`src/rtl/hms_pkg.sv`:
```
// Package: shared mode encoding for the clock controller.
// Assumes: two bits are enough for the four modes.
package hms_pkg;

    typedef enum logic [1:0] {
        MODE_INIT = 2'd0,
        MODE_HOUR = 2'd1,
        MODE_MIN  = 2'd2,
        MODE_RUN  = 2'd3
    } hms_mode_e;

endpackage

```
`src/rtl/hms_edge_sync.sv`:
```
// Module: hms_edge_sync
// Brings one asynchronous level into the clock domain through STAGES flops.
// It then emits a one-cycle pulse on each rising edge of the synchronised level.
// Assumes: the raw input holds each level for at least one clock cycle.
module hms_edge_sync #(
    parameter int STAGES = 2
) (
    input  logic clk,
    input  logic rst_n,
    input  logic raw_i,
    output logic pulse_o
);

    localparam int TOP = STAGES;

    logic [TOP:0] pipe_q;

    // Purpose: shift the raw level through the synchroniser and the edge register.
    always_ff @(posedge clk) begin
        if (!rst_n) begin
            pipe_q <= '0;
        end else begin
            pipe_q <= {pipe_q[TOP-1:0], raw_i};
        end
    end

    // Purpose: flag the first cycle in which the synchronised level is high.
    always_comb begin
        pulse_o = pipe_q[TOP-1] & ~pipe_q[TOP];
    end

    // a pulse never lasts two cycles in a row.
    a_r10_single_pulse: assert property (@(posedge clk) disable iff (!rst_n)
        pulse_o |=> !pulse_o);

endmodule

```
`src/rtl/hms_mode_fsm.sv`:
```
// Module: hms_mode_fsm
// Steps the operating mode once per advance pulse.
// The order is INIT -> HOUR -> MIN -> RUN -> HOUR, and INIT is never re-entered without reset.
// Assumes: adv_i is already a single-cycle synchronous pulse.
module hms_mode_fsm
    import hms_pkg::*;
(
    input  logic      clk,
    input  logic      rst_n,
    input  logic      adv_i,
    output hms_mode_e mode_o
);

    hms_mode_e mode_q;
    hms_mode_e mode_d;

    // Purpose: choose the mode that follows the current one.
    always_comb begin
        mode_d = mode_q;
        if (adv_i) begin
            case (mode_q)
                MODE_INIT: mode_d = MODE_HOUR;
                MODE_HOUR: mode_d = MODE_MIN;
                MODE_MIN:  mode_d = MODE_RUN;
                default:   mode_d = MODE_HOUR;
            endcase
        end
    end

    // Purpose: hold the mode register; reset returns it to INIT.
    always_ff @(posedge clk) begin
        if (!rst_n) begin
            mode_q <= MODE_INIT;
        end else begin
            mode_q <= mode_d;
        end
    end

    assign mode_o = mode_q;

    // running mode steps back to hour adjust, never to initialise.
    a_r3_run_to_hour: assert property (@(posedge clk) disable iff (!rst_n)
        (mode_q == MODE_RUN && adv_i) |=> (mode_q == MODE_HOUR));

    // without an advance pulse the mode holds.
    a_r3_mode_holds: assert property (@(posedge clk) disable iff (!rst_n)
        !adv_i |=> $stable(mode_q));

endmodule

```
`src/rtl/hms_wrap_counter.sv`:
```
// Module: hms_wrap_counter
// A bounded up-counter that runs from LO to HI and then wraps back to LO.
// A load input forces LOAD_VAL and takes priority over the increment.
// wrap_o marks an increment made while the value is at HI.
// Assumes: LO <= LOAD_VAL <= HI < 2**WIDTH.
module hms_wrap_counter #(
    parameter int WIDTH    = 6,
    parameter int LO       = 0,
    parameter int HI       = 59,
    parameter int LOAD_VAL = 0
) (
    input  logic             clk,
    input  logic             rst_n,
    input  logic             load_i,
    input  logic             inc_i,
    output logic [WIDTH-1:0] value_o,
    output logic             wrap_o
);

    localparam logic [WIDTH-1:0] LO_V   = WIDTH'(LO);
    localparam logic [WIDTH-1:0] HI_V   = WIDTH'(HI);
    localparam logic [WIDTH-1:0] LOAD_V = WIDTH'(LOAD_VAL);

    logic [WIDTH-1:0] value_q;

    // Purpose: flag an increment that passes the top of the range.
    always_comb begin
        wrap_o = inc_i && (value_q == HI_V);
    end

    // Purpose: load, wrap or step the count.
    always_ff @(posedge clk) begin
        if (!rst_n || load_i) begin
            value_q <= LOAD_V;
        end else if (inc_i) begin
            value_q <= (value_q == HI_V) ? LO_V : value_q + WIDTH'(1);
        end
    end

    assign value_o = value_q;

    // the count never leaves its range.
    a_r11_in_range: assert property (@(posedge clk) disable iff (!rst_n)
        (int'(value_q) >= LO) && (int'(value_q) <= HI));

endmodule

```
`src/rtl/hms_clock_ctrl.sv`:
```
// Module: hms_clock_ctrl (top)
// A settable 12-hour time keeper.
// Three edge synchronisers turn the second pulse and the two keys into single-cycle enables.
// A mode machine gates them onto the three chained counters.
// Assumes: clk is far faster than the key and second inputs toggle.
module hms_clock_ctrl
    import hms_pkg::*;
#(
    parameter int SYNC_STAGES = 2,
    parameter int HOUR_TOP    = 12,
    parameter int MIN_TOP     = 59,
    parameter int SEC_TOP     = 59
) (
    input  logic       clk,
    input  logic       rst_n,
    input  logic       tick_1hz_i,
    input  logic       mode_key_i,
    input  logic       set_key_i,
    output logic [3:0] hour_o,
    output logic [5:0] minute_o,
    output logic [5:0] second_o
);

    localparam int HOUR_W  = $clog2(HOUR_TOP + 1);
    localparam int MIN_W   = $clog2(MIN_TOP + 1);
    localparam int SEC_W   = $clog2(SEC_TOP + 1);
    localparam int N_INPUT = 3;
    localparam int IX_TICK = 0;
    localparam int IX_MODE = 1;
    localparam int IX_SET  = 2;

    logic [N_INPUT-1:0] raw_in;
    logic [N_INPUT-1:0] pulse;
    logic               tick_p;
    logic               mode_p;
    logic               set_p;
    hms_mode_e          mode;

    logic [HOUR_W-1:0]  hour_v;
    logic [MIN_W-1:0]   min_v;
    logic [SEC_W-1:0]   sec_v;
    logic               hour_wrap;
    logic               min_wrap;
    logic               sec_wrap;
    logic               hour_load;
    logic               hour_inc;
    logic               min_load;
    logic               min_inc;
    logic               sec_load;
    logic               sec_inc;

    assign raw_in = {set_key_i, mode_key_i, tick_1hz_i};

    // One synchroniser and edge detector per raw input.
    for (genvar g = 0; g < N_INPUT; g++) begin : g_sync
        hms_edge_sync #(.STAGES(SYNC_STAGES)) u_sync (
            .clk     (clk),
            .rst_n   (rst_n),
            .raw_i   (raw_in[g]),
            .pulse_o (pulse[g])
        );
    end

    assign tick_p = pulse[IX_TICK];
    assign mode_p = pulse[IX_MODE];
    assign set_p  = pulse[IX_SET];

    hms_mode_fsm u_fsm (
        .clk    (clk),
        .rst_n  (rst_n),
        .adv_i  (mode_p),
        .mode_o (mode)
    );

    // Purpose: route the enables to the counters that the current mode allows to move.
    always_comb begin
        sec_load  = (mode == MODE_INIT) || (mode == MODE_MIN);
        sec_inc   = (mode == MODE_RUN) && tick_p;
        min_load  = (mode == MODE_INIT);
        min_inc   = ((mode == MODE_RUN) && sec_wrap) || ((mode == MODE_MIN) && set_p);
        hour_load = (mode == MODE_INIT);
        hour_inc  = ((mode == MODE_RUN) && min_wrap) || ((mode == MODE_HOUR) && set_p);
    end

    hms_wrap_counter #(.WIDTH(SEC_W), .LO(0), .HI(SEC_TOP), .LOAD_VAL(0)) u_sec (
        .clk     (clk),
        .rst_n   (rst_n),
        .load_i  (sec_load),
        .inc_i   (sec_inc),
        .value_o (sec_v),
        .wrap_o  (sec_wrap)
    );

    hms_wrap_counter #(.WIDTH(MIN_W), .LO(0), .HI(MIN_TOP), .LOAD_VAL(0)) u_min (
        .clk     (clk),
        .rst_n   (rst_n),
        .load_i  (min_load),
        .inc_i   (min_inc),
        .value_o (min_v),
        .wrap_o  (min_wrap)
    );

    hms_wrap_counter #(.WIDTH(HOUR_W), .LO(1), .HI(HOUR_TOP), .LOAD_VAL(HOUR_TOP)) u_hour (
        .clk     (clk),
        .rst_n   (rst_n),
        .load_i  (hour_load),
        .inc_i   (hour_inc),
        .value_o (hour_v),
        .wrap_o  (hour_wrap)
    );

    assign hour_o   = 4'(hour_v);
    assign minute_o = 6'(min_v);
    assign second_o = 6'(sec_v);

    // the initialise mode keeps the 12:00:00 start value.
    a_r2_init_hold: assert property (@(posedge clk) disable iff (!rst_n)
        (mode == MODE_INIT) |=> (hour_v == HOUR_W'(HOUR_TOP) && min_v == '0 && sec_v == '0));

    // minute adjust pins the seconds to zero.
    a_r6_sec_zero: assert property (@(posedge clk) disable iff (!rst_n)
        (mode == MODE_MIN) |=> (sec_v == '0));

    // a minute wrap during adjust leaves the hour alone.
    a_r5_no_hour_carry: assert property (@(posedge clk) disable iff (!rst_n)
        (mode == MODE_MIN) |=> $stable(hour_v));

    // in hour adjust, only a set pulse moves the hour.
    a_r9_hour_idle: assert property (@(posedge clk) disable iff (!rst_n)
        (mode == MODE_HOUR && !set_p) |=> $stable(hour_v));

    // a second pulse in running mode below the top adds one.
    a_r7_sec_step: assert property (@(posedge clk) disable iff (!rst_n)
        (mode == MODE_RUN && tick_p && sec_v != SEC_W'(SEC_TOP))
        |=> (sec_v == $past(sec_v) + SEC_W'(1)));

    // an hour increment caused by a carry never coincides with a nonzero minute afterwards.
    a_r8_carry_minute_zero: assert property (@(posedge clk) disable iff (!rst_n)
        (mode == MODE_RUN && min_wrap) |=> (min_v == '0 && sec_v == '0));

    // Purpose: keep the top counter's wrap visible to the hour-range assertion.
    a_r11_hour_wrap_to_one: assert property (@(posedge clk) disable iff (!rst_n)
        hour_wrap |=> (hour_v == HOUR_W'(1)));

endmodule

```
`config.mk`:
```
export PLATFORM = sky130hd
export DESIGN_NAME = hms_clock_ctrl
export DESIGN_NICKNAME = d
export VERILOG_FILES = /design/src/rtl/hms_pkg.sv /design/src/rtl/hms_edge_sync.sv /design/src/rtl/hms_mode_fsm.sv /design/src/rtl/hms_wrap_counter.sv /design/src/rtl/hms_clock_ctrl.sv
export SDC_FILE = /design/constraint.sdc
export NUM_CORES = 1
export LEC_CHECK = 0
export BUFFER_PORTS_ARGS = -buffer_cell sky130_fd_sc_hd__buf_2
export CAP_MARGIN = 15
export CORE_MARGIN = 2
export CORE_UTILIZATION = 48
export CTS_BUF_LIST = sky130_fd_sc_hd__clkbuf_4 sky130_fd_sc_hd__clkbuf_8 sky130_fd_sc_hd__clkbuf_16
export DETAILED_ROUTE_END_ITERATION = 7
export GPL_TIMING_DRIVEN = 0
export PLACE_DENSITY = 0.77
export SLEW_MARGIN = 20
export SYNTH_ARGS = -nofsm -noshare
export SYNTH_HDL_FRONTEND = slang
export SYNTH_SLANG_ARGS = --single-unit
```
`constraint.sdc`:
```
create_clock -name clk -period 1.6 [get_ports clk]
set_input_delay 0.16 -clock clk [delete_from_list [all_inputs] [get_ports clk]]
set_output_delay 0.16 -clock clk [all_outputs]
set_load 0.01 [all_outputs]
```
==> impl.org <==
** Run
- Number of max-cap violations :: 0

** Routing
- Wirelength, routed :: 2.01 mm
- Across all layers, the routed design uses 897 vias.
- Iter 0 DRT Violations :: 6
- After detailed routing, the number of vias per cell comes to 5.07.
- In this run the remaining antenna-violating nets after routing total 0.
- Per-cell routed wire length :: 11.4 um
- DRC :: 0
- The first detailed-routing pass ran for 4 iterations.

** Critical path
- For the worst setup path, the data required time is 1830 ps.
- Of all nets on the critical path, the largest fanout is 6.
- Walking the worst path, the cells encountered are inv_2 -> ha_4 -> nand3b_1 -> o21ai_4 -> a41oi_4 -> a311oi_1 -> a211oi_1.
- Cell with the largest stage delay on the worst path :: sky130_fd_sc_hd__dfxtp_4
- STA classifies the critical path startpoint as a flip-flop.
- Startpoint-to-endpoint class of the critical path :: flip-flop to flip-flop
- Worst path arrival time :: 1790 ps
- The worst setup path is captured at a flip-flop.
- The largest single stage delay on the critical path is 410 ps.

** Final layout
- Synthesis-to-layout area growth :: 22.7%
- Once layout is done, the placed cells without fillers occupy 1460 um2.
- Across the whole layout, storage elements account for 556 um2.
- For this run, the share of the core covered by cells in the final layout is 60.4%.
- Multi-input gate area :: 668 um2
- Post-layout nets :: 162
- Number of diodes added for antenna fixing :: 0
- After filler insertion, the fill cell instance count of the layout stands at 215.
- Fraction of layout instances using a drive strength above 1 :: 29.9%

** CTS
- TritonCTS built the clock tree.
- Root Buffer :: sky130_fd_sc_hd__clkbuf_4
- Clock-pin slew was measured on the worst setup and hold paths at 150 ps.
- Clock Sinks :: 27
- In this run the number of H-tree levels came out at 1.
- Buffers inserted during clock tree synthesis total 3.
- Latest clock arrival within the worst-skew pair :: 320 ps
- No sink is reached through more buffers than the 2 on the longest clock path.
- After clock tree synthesis, the flow added hold-fix buffers numbering 0.

** Global routing
- The initial antenna violation count was 0.
- Leftover overflow at the end of global routing :: 0
- The via count of the first global-routing pass came to 799.
- Overall routing resource usage :: 15.8%
- Pin count of the biggest net entering global routing :: 17
- The first global-routing pass estimated 3.32 mm of wire.

** Timing
- Final hold violations :: 0
- Setup repair after global routing could not meet its margin everywhere.
- Highest attainable clock frequency :: 641 MHz
- Least-Margin Pin Slew :: 405 ps
- Post-route fraction of the period consumed by the critical path :: 97.5%
- The number of slew-limit violations in the final report was 0.
- Final WS setup :: 39.7 ps
- Clock skew on the completed layout was measured at 3.45 ps.
- In this run the tightest slew margin relative to its limit is 72.9%.
- Setup violations remaining at the end of the flow were counted as 0.
- Worst-case hold slack :: 31.0 ps
- Period minus WS final :: 1560 ps

** Floorplanning
- Initial core utilization :: 49.2%
- Die height :: 53.7 um
- DIE AREA :: 2880 um2
- Total number of placement rows :: 18
- The core region is 2410 um2.
- Count of boundary I/O pins :: 21
- Die outline width :: 53.7 um

** Power and ir drop
- The share of total power dissipated in the clock network is 29.1%.
- IR analysis of the VDD net gives a maximum drop of 0.531 mV.
- Switching power summed over all nets :: 226 uW
- Net switching is 22.2% of the power.
- Sequential cells account for 67.3% of the total power.
- The design draws 1.02 mW.
- For this design the static power due to leakage is 0.656 nW.
- Internal power component :: 792 uW
- The share of total power dissipated in combinational logic is 3.7%.
- Power density cells :: 699 nW/um2

** Logic synthesis
- Of all cell types, the one taking the most synthesized area is sky130_fd_sc_hd__dfxtp_1.
- Per-instance average area after synthesis :: 10.1 um2
- After synthesis, the share of flip-flops with an asynchronous set or reset is 0%.
- Sequential elements use 45.6% of the synthesized area.
- Count of unique library cells instantiated by Yosys :: 32
- In this run, synthesis inferred 0 flip-flops with an integrated enable.
- Of the post-synthesis cell area, the dominant cell type holds 45.6%.
- Syn Std Cell Area :: 1190 um2
- Counting every instance in the synthesized netlist gives 118.
- Synthesized Nets :: 132
- Most numerous cell in the Yosys netlist :: sky130_fd_sc_hd__dfxtp_1
- Among all flip-flop cells after synthesis, the most frequent one is sky130_fd_sc_hd__dfxtp_1.
- In the synthesized netlist, the cells that appear most often are 27 x sky130_fd_sc_hd__dfxtp_1, 15 x sky130_fd_sc_hd__nor2_1, 9 x sky130_fd_sc_hd__and2_1, 9 x sky130_fd_sc_hd__ha_1, 7 x sky130_fd_sc_hd__nand2_1.
- Synthesis inferred 27 register bits.
- For this run, the number of Yosys warnings is 0.
- After synthesis, the cell types taking the most area are sky130_fd_sc_hd__dfxtp_1 46%, sky130_fd_sc_hd__ha_1 9.5%, sky130_fd_sc_hd__and2_1 4.7%.

** Placement
- Detailed placement ended at an HPWL of 1.46 mm.
- Global placer's final weighted congestion :: 0.784
- Placed cell areas :: 1350 um2
- IO buf count :: 20
- Prior to clock tree synthesis, the placed netlist has a worst setup slack of -134 ps.

** Status
- The flow ran to the end, and the final reports show no timing, DRC or antenna violations.

** Hold path
- Worst min path class :: input port to flip-flop
==> final timing paths <==
kind                                   start                    endpoint  slack, ps  depth (start not counted)
hold reg to reg   g_sync[0].u_sync.pipe_q[0]  g_sync[0].u_sync.pipe_q[1]        450                          1
hold / removal                    tick_1hz_i  g_sync[0].u_sync.pipe_q[0]         30                          2
setup / recovery             u_fsm.mode_o[0]           u_hour.value_o[0]         40                          7
setup reg to reg             u_fsm.mode_o[0]           u_hour.value_o[0]         40                          7
==> layer usage <==
layer	GRT usage, %	vias up	routed length, um	part of all wire [%]
li1	-	460	-	-
met1	19.5	419	922	46
met2	26.4	14	1000	50
met3	2.78	4	62	3.1
met4	7.26	0	28	1.4
met5	0	-	0	0
==> cell usage in the layout, fill, tap and decap left out, drive strengths merged, types with 3 or more instances in the layout <==
master / count
and2: 9
buf: 25
clkbuf: 4
dfxtp: 27
ha: 9
inv: 5
nand2: 7
nand3: 3
nand4b: 3
nor2: 15
nor2b: 3
o21ai: 5
xnor2: 4
xor2: 6
==> flip-flops by register name, summed over array words and instances, names as in the netlist <==
signal / flops
u_fsm.mode_o: 2
u_sec.value_o: 6
g_sync.u_sync.pipe_q: 9
u_hour.value_o: 4
u_min.value_o: 6
==> logic make-up after synthesis <==
logic type / synth area share, %
AO/OA/AOI/OAI: 9.50
XOR/XNOR: 7.38
adder cells (fa/ha/maj): 9.49
buffers and inverters: 1.90
flip-flops: 45.6
multiplexers: 1.69
AND/OR/NAND/NOR: 24.5
==> cell type report <==
class / instances / share of cell area (%)
sequential: 27 / 38.2
clock inverter: 1 / 0.516
timing repair buffer: 25 / 9.72
multi-input combinational: 85 / 45.9
tap: 30 / 2.58
clock buffer: 3 / 1.55
inverter: 5 / 1.29
buffer: 1 / 0.258
==> power groups by stage <==
stage | Combinational (mW) | Clock [mW] | Sequential [mW]
floorplan | 0.0232 | 0 | 0.703
global placement | 0.0324 | 0 | 0.704
detailed placement | 0.0336 | 0 | 0.705
CTS | 0.0343 | 0.310 | 0.690
global route | 0.0439 | 0.330 | 0.686
finish | 0.0373 | 0.296 | 0.685
==> critical path: cells and delay by family (launching register included) <==
| kind | cells | cell delay, ps |
|---|---|---|
| AOI/OAI and AO/OA | 4 | 710 |
| DFF | 1 | 410 |
| buffers and inverters | 1 | 60 |
| adders and majority gates | 1 | 160 |
| and+or+nand+nor | 1 | 130 |
==> metrics by stage <==
step / instances / setup TNS [ps]
global route: 177 / -28.4
CTS: 174 / 0
finish: 177 / 0
detailed placement: 168 / -353
floorplan: 118 / 0
global placement: 168 / -163
==> timing repair <==
item,in CTS,in global routing
resized for setup,2,14
endpoints found under the setup margin,3,10
pin swaps,2,7
cloned,0,0
setup buffers,2,3
Power figures use the tool's default switching activity.
